File: config.mk
export PLATFORM = sky130hd
export DESIGN_NAME = dcrm_filter
export DESIGN_NICKNAME = d
export VERILOG_FILES = /design/src/rtl/dcrm_pkg.sv /design/src/rtl/dcrm_sat.sv /design/src/rtl/dcrm_chan.sv /design/src/rtl/dcrm_filter.sv
export SDC_FILE = /design/constraint.sdc
export NUM_CORES = 1
export LEC_CHECK = 0
export BUFFER_PORTS_ARGS = -buffer_cell sky130_fd_sc_hd__buf_2
export CORE_MARGIN = 4
export CORE_UTILIZATION = 45
export DETAILED_ROUTE_END_ITERATION = 7
export REMOVE_ABC_BUFFERS = 1
export SLEW_MARGIN = 0
export SYNTH_ARGS = -nofsm -noshare
export SYNTH_HDL_FRONTEND = slang
export SYNTH_HIERARCHICAL = 1
export SYNTH_SLANG_ARGS = --single-unit
export TNS_END_PERCENT = 100
File: constraint.sdc
create_clock -name clk -period 13 [get_ports clk]
set_input_delay 1.3 -clock clk [delete_from_list [all_inputs] [get_ports clk]]
set_output_delay 1.3 -clock clk [all_outputs]
set_load 0.005 [all_outputs]
File: src/rtl/dcrm_pkg.sv
package dcrm_pkg;
  localparam int unsigned DEF_DATA_W = 24;
  localparam int unsigned DEF_SHIFT  = 13;
  localparam int unsigned NUM_CH     = 2;

  typedef enum logic {
    EST_TRACK = 1'b0,
    EST_HOLD  = 1'b1
  } est_mode_e;
endpackage

File: src/rtl/dcrm_sat.sv
module dcrm_sat #(
  parameter int unsigned IN_W  = 25,
  parameter int unsigned OUT_W = 24
) (
  input  logic signed [IN_W-1:0]  din,
  output logic signed [OUT_W-1:0] dout
);
  localparam int unsigned EXT_W = IN_W - OUT_W + 1;
  localparam logic signed [IN_W-1:0] MAXV = {{EXT_W{1'b0}}, {(OUT_W-1){1'b1}}};
  localparam logic signed [IN_W-1:0] MINV = {{EXT_W{1'b1}}, {(OUT_W-1){1'b0}}};
  localparam logic signed [OUT_W-1:0] OMAX = {1'b0, {(OUT_W-1){1'b1}}};
  localparam logic signed [OUT_W-1:0] OMIN = {1'b1, {(OUT_W-1){1'b0}}};

  always_comb begin
    if (din > MAXV)      dout = OMAX;
    else if (din < MINV) dout = OMIN;
    else                 dout = din[OUT_W-1:0];
  end
endmodule

File: src/rtl/dcrm_chan.sv
module dcrm_chan
  import dcrm_pkg::*;
#(
  parameter int unsigned DATA_W = DEF_DATA_W,
  parameter int unsigned SHIFT  = DEF_SHIFT
) (
  input  logic                     clk,
  input  logic                     rst,
  input  logic                     smp_vld,
  input  logic                     hold,
  input  logic signed [DATA_W-1:0] smp_in,
  output logic signed [DATA_W-1:0] res_out,
  output logic signed [DATA_W-1:0] est_out
);
  localparam int unsigned ACC_W = DATA_W + SHIFT;
  localparam int unsigned DIF_W = ACC_W + 1;
  localparam int unsigned SUB_W = DATA_W + 1;

  est_mode_e                 mode;
  logic signed [ACC_W-1:0]   acc_q;
  logic signed [ACC_W-1:0]   acc_nxt;
  logic signed [DIF_W-1:0]   x_scaled;
  logic signed [DIF_W-1:0]   err;
  logic signed [DIF_W-1:0]   step;
  logic signed [DIF_W-1:0]   acc_sum;
  logic signed [DATA_W-1:0]  est;
  logic signed [SUB_W-1:0]   diff;
  logic signed [DATA_W-1:0]  diff_sat;

  assign mode = hold ? EST_HOLD : EST_TRACK;

  // whole-LSB part of the estimate; dropping fraction bits floors it
  assign est = acc_q[ACC_W-1:SHIFT];

  assign x_scaled = {smp_in[DATA_W-1], smp_in, {SHIFT{1'b0}}};
  assign err      = x_scaled - {acc_q[ACC_W-1], acc_q};
  assign step     = err >>> SHIFT;
  assign acc_sum  = {acc_q[ACC_W-1], acc_q} + step;
  assign acc_nxt  = acc_sum[ACC_W-1:0];

  assign diff = {smp_in[DATA_W-1], smp_in} - {est[DATA_W-1], est};

  dcrm_sat #(.IN_W(SUB_W), .OUT_W(DATA_W)) sat_i (
    .din  (diff),
    .dout (diff_sat)
  );

  always_ff @(posedge clk) begin
    if (rst) begin
      acc_q   <= '0;
      res_out <= '0;
    end else if (smp_vld) begin
      res_out <= diff_sat;
      if (mode == EST_TRACK) acc_q <= acc_nxt;
    end
  end

  assign est_out = est;
endmodule

File: src/rtl/dcrm_filter.sv
module dcrm_filter
  import dcrm_pkg::*;
#(
  parameter int unsigned DATA_W = DEF_DATA_W,
  parameter int unsigned SHIFT  = DEF_SHIFT
) (
  input  logic                     clk,
  input  logic                     rst,
  input  logic                     in_vld,
  input  logic                     freeze,
  input  logic signed [DATA_W-1:0] in_left,
  input  logic signed [DATA_W-1:0] in_right,
  output logic                     out_vld,
  output logic signed [DATA_W-1:0] out_left,
  output logic signed [DATA_W-1:0] out_right
);
  logic signed [DATA_W-1:0] ch_in  [NUM_CH];
  logic signed [DATA_W-1:0] ch_out [NUM_CH];
  logic signed [DATA_W-1:0] ch_est [NUM_CH];
  logic signed [DATA_W-1:0] est_left;
  logic signed [DATA_W-1:0] est_right;

  assign ch_in[0] = in_left;
  assign ch_in[1] = in_right;

  for (genvar c = 0; c < NUM_CH; c++) begin : g_ch
    dcrm_chan #(.DATA_W(DATA_W), .SHIFT(SHIFT)) chan_i (
      .clk     (clk),
      .rst     (rst),
      .smp_vld (in_vld),
      .hold    (freeze),
      .smp_in  (ch_in[c]),
      .res_out (ch_out[c]),
      .est_out (ch_est[c])
    );
  end

  always_ff @(posedge clk) begin
    if (rst) out_vld <= 1'b0;
    else     out_vld <= in_vld;
  end

  assign out_left  = ch_out[0];
  assign out_right = ch_out[1];
  assign est_left  = ch_est[0];
  assign est_right = ch_est[1];
endmodule

==> results of run 1 <==
[state kept, by name (all words and copies together) (netlist names)]
| register | count |
|---|---|
| g_ch.chan_i/res_out | 48 |
| g_ch.chan_i/acc_q | 74 |
| out_vld | 1 |
[through the flow]
stage / instances / power [W] / hold slack (ps) / cell area [um2]
final: 2148 / 0.003449 / 475.5 / 14070
after CTS: 2148 / 0.003427 / 476.4 / 14070
after global routing: 2148 / 0.003745 / 487.8 / 14070
after global placement: 2116 / 0.002922 / 461.4 / 13500
after detailed placement: 2116 / 0.002933 / 466.6 / 13500
after floorplan: 1629 / 0.002321 / 442.8 / 12440
[area by class of cell]
class	instances	area share, %
inverter	105	2.800
clock inverter	13	0.8445
timing repair buffer	109	4.054
multi-input combinational	1401	68.23
clock buffer	19	3.218
sequential	123	17.49
tap	378	3.360
[routing by layer]
metal / share of wire [%] / vias to the layer above / track usage [%] / wire, um
li1: - / 6264 / - / -
met1: 49 / 5931 / 37.61 / 19960
met2: 43 / 425 / 38.86 / 17550
met3: 6.9 / 51 / 4.538 / 2826
met4: 1.7 / 0 / 6.123 / 694
met5: 0 / - / 0 / 0
[cell usage in the layout, fill, tap and decap left out, drive strengths merged, types with 7 or more instances in the layout]
cell and n:
a21o 64, nand2 179, buf 109, a21oi 206
o31ai 15, mux2i 52, and4 8, clkbuf 19
maj3 46, a31oi 8, o21a 13, nor4 11
nand4 47, or3 11, and3 8, ha 124
nand3 25, o21ai 100, or2 10, a211oi 17
inv 107, xor2 46, or4 11, nor3 31
nor2b 11, o21bai 36, nor2 128, nand2b 12
dfxtp 123, o311ai 8, a21boi 8, xnor2 90
o41ai 7
[worst max-delay path: stages]
cell and delay, ps:
buf_2 110, ha_1 380, nor4bb_1 300, nand4_1 160, nand3b_1 280, a21oi_1 160, nor2_1 270, a21oi_1 130
xnor2_1 170, ha_1 420, nand3_1 140, a211oi_1 300, a221oi_2 150, o31ai_1 680, a21o_1 290, a311oi_1 130
or4_1 420, o311ai_1 100
[path summary, 6_finish.rpt]
check                                         startpoint                       end  cells after the start
worst max-delay path                          in_left[1]  g_ch[0].chan_i/acc_q[30]                     18
worst min-delay path            g_ch[0].chan_i/acc_q[19]  g_ch[0].chan_i/acc_q[19]                      2
worst max register to register  g_ch[0].chan_i/acc_q[14]  g_ch[0].chan_i/acc_q[30]                     18
worst min register to register  g_ch[0].chan_i/acc_q[19]  g_ch[0].chan_i/acc_q[19]                      2
[power by group through the flow]
stage / Sequential [W] / Combinational, W / Clock (W)
after detailed placement: 0.000594 / 0.00234 / 0
after floorplan: 0.000574 / 0.00175 / 0
final: 0.000588 / 0.00238 / 0.000480
after global routing: 0.000601 / 0.00264 / 0.000507
after CTS: 0.000587 / 0.00235 / 0.000490
after global placement: 0.000590 / 0.00233 / 0
==> summary.txt, run 1 <==
Layout
  • Total area of sequential cells: roughly 2500 um2
  • Area Growth Syn to Fin: 8.959%
  • Layout cell share with drive strength beyond 1: a little under an eighth
  • Antenna Cells: 0
  • Layout filler cell count: roughly 2,800
  • Fin util: around 50%
  • Area taken by multi-input logic gates: between 9000 and 10,000 um2
  • NumNets Final: between 1,500 and 2,000

Timing
  • Max-slew headroom at the worst pin: 21.70%
  • Final period utilization: between 40% and 50%
  • Max-slew violations: 0
  • Fin worst setup slack: approximately 7400 ps
  • Final hold violations: 0
  • Final clock skew: 15.38 ps
  • Tmin final: roughly 5600 ps
  • Endpoints failing setup: 0
  • Fmax: ~0.18 GHz
  • Worst Tran Pin Value: 1173 ps
  • Total negative slack: 0 ps
  • RSZ-0062 raised after global routing: false

Worst setup path
  • Element type at the critical path start: primary input
  • Worst R2R Setup Slack: just under 8000 ps
  • CP required: about 13,000 ps
  • Worst-path fanout max: 7
  • CP arrival: approximately 5900 ps
  • Critical path type: primary input to register
  • CP Capture Type: register

Power and ir drop
  • Sequential Power Share: ~17%
  • Switching share of power: approximately half
  • Clock share of power: between 10% and 20%
  • Peak VDD IR: ~0.000088 V
  • Logic pwr share: just under 70%
  • Leakage: about 6.0 nW
  • P_sw: around 0.0017 W
  • Pwr dens: between 200 and 250 nW/um2
  • Internal power: about 0.0017 W

GRT
  • Global-route wire length before repair: about 65,000 um
  • Initial antenna violation count: 0
  • Grt total ovfl: 0
  • Overall Global Routing Usage: between 20 and 30%
  • Vias in the first global route: roughly 12,000
  • Largest net degree at the start of global routing: 80

Floorplan
  • # IOs: around 100
  • Die W: 177.4 um
  • FP Rows: 61
  • Die Footprint: 31,480 um2
  • Core footprint: about 28,000 um2
  • Starting Density: between 40% and 50%
  • DIE HEIGHT: roughly 180 um

Route
  • Initial drt markers: 1,131
  • DR WL/cell: about 19 um
  • Antenna Nets Post-Route: 0
  • Via/cell ratio: between 5 and 6
  • Total number of vias: approximately 13,000
  • Residual DRC count: 0
  • Pre-antenna DRT Iters: 6
  • Final WL: approximately 41,000 um

Place
  • Hpwl dp: between 30,000 and 40,000 um
  • Global placer's final weighted congestion: between 0.9 and 1
  • Port Buffers: 100
  • DP Worst Slack: slightly above 7000 ps

Clock tree
  • CTS Buf Count: 17
  • Max Buffers Root-to-Sink: 2
  • Post-CTS sizing: 0
  • Num Clock Sinks: ~120
  • Htree depth: 4
  • CTS tree: done
  • Clk slew on worst S/H paths: 70 ps
  • Hold_buf cts: 0
  • Post CTS Setup Buffer Count: 0
  • CTS Root Buffer Type: clkbuf_16
  • Worst skew pair latency: between 400 and 500 ps

Synthesis
  • Mapped Area: around 13,000 um2
  • Syn. warnings: 6
  • Syn Area/Cell: ~7.5 um2
  • Synthesized instance count: between 1,500 and 2,000

Run status
  • Status: finished clean

Run
  • Max cap viols: 0

Worst hold path
  • Hold Path Class: register to register
(Power assumes the default switching activity.)
==> run 2: changes to the inputs <==
==> constraint.sdc (replaced) <==
create_clock -name clk -period 4.8 [get_ports clk]
set_input_delay 0.48 -clock clk [delete_from_list [all_inputs] [get_ports clk]]
set_output_delay 0.48 -clock clk [all_outputs]
set_load 0.005 [all_outputs]
==> summary.txt, run 2 (synthesized netlist as in run 1, its figures left out) <==
Run status
  • Status: finished clean

Layout
  • Max reg flops: 74 (unchanged)
  • Layout filler cell count: 2,844 (+0.035%)
  • NumNets Final: 2,047 (+5.7%)
  • Final instance area: 15,050 um2 (+7.0%)
  • Largest regs: g_ch.chan_i/acc_q (74), g_ch.chan_i/res_out (48), out_vld (1)
  • Top reg by flops: g_ch.chan_i/acc_q
  • Area Growth Syn to Fin: 16.53%
  • Fin util: 53.60% (+3.5 points)
  • Most frequent cells in the layout: a21oi_1, nand2_1, nor2_1
  • Layout cell share with drive strength beyond 1: 17.66% (+6.2 points)
  • Most common cell after layout, fill and taps aside: a21oi_1
  • Antenna Cells: 0 (unchanged)

Timing
  • Max-slew violations: 0 (unchanged)
  • Endpoints failing setup: 0 (unchanged)
  • Final hold violations: 0 (unchanged)
  • Fmax: around 0.22 GHz
  • Final period utilization: 95.42%
  • Max-slew headroom at the worst pin: 34.41% (+13 points)
  • Fin worst setup slack: 219.7 ps (-7177 ps)
  • Worst Tran Pin Value: 983.8 ps (-189.7 ps)
  • Final clock skew: 10.39 ps (-4.985 ps)
  • Tmin final: about 4600 ps

Power and ir drop
  • Internal power: 0.005238 W (+200%)
  • Sequential Power Share: 15.6% (-1.4 points)
  • Peak VDD IR: 0.0003030 V (+240%)
  • Leakage: 6.626 nW (+9.5%)
  • Switching share of power: 48.21% (-1.8 points)
  • Clock share of power: 13.8% (about the same)
  • Pwr dens: 672.0 nW/um2 (+170%)
  • P_sw: 0.004877 W (+180%)
  • Logic pwr share: 70.5% (+1.4 points)

Floorplan
  • DIE HEIGHT: 177.4 um (unchanged)
  • FP Rows: 61 (unchanged)
  • Die W: 177.4 um (unchanged)
  • Core footprint: 28,090 um2 (unchanged)
  • # IOs: 101 (unchanged)
  • Die Footprint: 31,480 um2 (unchanged)
  • Starting Density: 45.99% (unchanged)

Worst setup path
  • CP Cell Sequence: inv_1, ha_1, buf_4, nand4_1, or2_2, or4_1, o21ai_0, xnor2_1, ha_1, nand2_1, o31ai_1, buf_4, a21o_1, a311oi_1, or4_1, o311ai_1
  • Crit-path slowest cell: or4_1
  • Worst R2R Setup Slack: 220 ps (-7620 ps)
  • Worst-path fanout max: 8 (+1)
  • Element type at the critical path start: register
  • Critical path type: register to register
  • CP arrival: 4930 ps (-1000 ps)
  • CP Capture Type: register
  • Worst path max stage delay: 480 ps (-200 ps)
  • Worst r2r path cells: 16 (-2)
  • CP required: 5150 ps (-8180 ps)

Place
  • Hpwl dp: 34,780 um (+9.6%)
  • Global placer's final weighted congestion: 0.9934 (+0.52%)
  • Port Buffers: 100 (unchanged)
  • DP Area: 14,340 um2 (+6.2%)
  • DP Worst Slack: -40.52 ps (-7131 ps)

Clock tree
  • Worst skew pair latency: 440 ps (+20 ps)
  • CTS Root Buffer Type: clkbuf_16
  • Num Clock Sinks: 123 (unchanged)
  • Post-CTS sizing: 0 (unchanged)
  • Post CTS Setup Buffer Count: 0 (unchanged)
  • CTS Buf Count: 17 (unchanged)
  • Clk slew on worst S/H paths: 70 ps (about the same)
  • Htree depth: 4 (unchanged)
  • Max Buffers Root-to-Sink: 2 (unchanged)
  • Hold_buf cts: 0 (unchanged)
  • CTS tree: done

GRT
  • Initial antenna violation count: 0 (unchanged)
  • Vias in the first global route: 12,140 (+2.3%)
  • Grt total ovfl: 0 (unchanged)
  • Global-route wire length before repair: 68,140 um (+4.6%)
  • Overall Global Routing Usage: 27.35% (+1.7 points)
  • Largest net degree at the start of global routing: 94 (+18%)

Route
  • Residual DRC count: 0 (unchanged)
  • Antenna Nets Post-Route: 0 (unchanged)
  • Via/cell ratio: 5.818 (-1.4%)
  • Initial drt markers: 1,084 (-4.2%)
  • DR WL/cell: 19.27 um (+0.87%)
  • Pre-antenna DRT Iters: 6 (unchanged)
  • Total number of vias: 13,140 (+3.7%)
  • Final WL: 43,510 um (+6.0%)

Worst hold path
  • Hold Path Class: register to register
  • Min-Delay Path Depth: 2 (unchanged)

Run
  • Max cap viols: 0 (unchanged)
## run 2: cell count changes in the layout (fill, tap and decap cells not counted), sizes merged
| cell | delta |
|---|---|
| clkinv | +1 |
| inv | -1 |
| buf | +110 |
| clkinvlp | -2 |
| bufinv | +2 |
## run 2: worst paths after layout
kind / start / end
setup / recovery: g_ch[0].chan_i/acc_q[21] / g_ch[0].chan_i/acc_q[30]
hold / removal: g_ch[1].chan_i/acc_q[17] / g_ch[1].chan_i/acc_q[17]
setup reg to reg: g_ch[0].chan_i/acc_q[21] / g_ch[0].chan_i/acc_q[30]
hold reg to reg: g_ch[1].chan_i/acc_q[17] / g_ch[1].chan_i/acc_q[17]
## run 2: metrics by stage
| step | std cells | power, W | hold slack (ps) | setup TNS (ps) |
|---|---|---|---|---|
| 6_report | 2258 | 0.01012 | 476.5 | 0 |
| 5_1_grt | 2258 | 0.01095 | 497.8 | -8.853 |
| 4_1_cts | 2258 | 0.01000 | 475.9 | 0 |
| 3_5_place_dp | 2226 | 0.008549 | 468.6 | -91.33 |
| 3_3_place_gp | 2226 | 0.008528 | 460.7 | -44.50 |
| 2_1_floorplan | 1629 | 0.006286 | 442.8 | 0 |
## run 2: layout make-up
type	count	area, um2	area share, %
Multi-Input combinational cell	1401	9694	64.40
Sequential cell	123	2462	16.36
Timing Repair Buffer	219	1409	9.359
Tap cell	378	473.0	3.142
Clock buffer	19	452.9	3.009
Inverter	105	394.1	2.618
Clock inverter	13	167.7	1.114
## run 2: critical path: cells and delay by family, from the launching register on
family / cells / cell delay (ps)
AND/OR/NAND/NOR: 5 / 1560
buffers and inverters: 3 / 470
flip-flops: 1 / 430
adder cells (fa/ha/maj): 2 / 820
XOR/XNOR: 1 / 120
AO/OA/AOI/OAI: 5 / 1080
## run 2: power by group through the flow
stage               Sequential [W]  Clock [W]  Combinational [W]
floorplan                  0.00155          0            0.00473
global placement           0.00159          0            0.00693
finish                     0.00158    0.00140            0.00713
global route               0.00162    0.00147            0.00785
detailed placement         0.00160          0            0.00695
CTS                        0.00158    0.00143            0.00699
## run 2: routing by layer
layer  track usage (%)  share of wire (%)  vias up
met5                 0                  0        -
met4             5.930                1.2        0
met3             4.410                6.5       34
met2             41.31                 43      430
met1             40.85                 49     6186
li1                  -                  -     6487
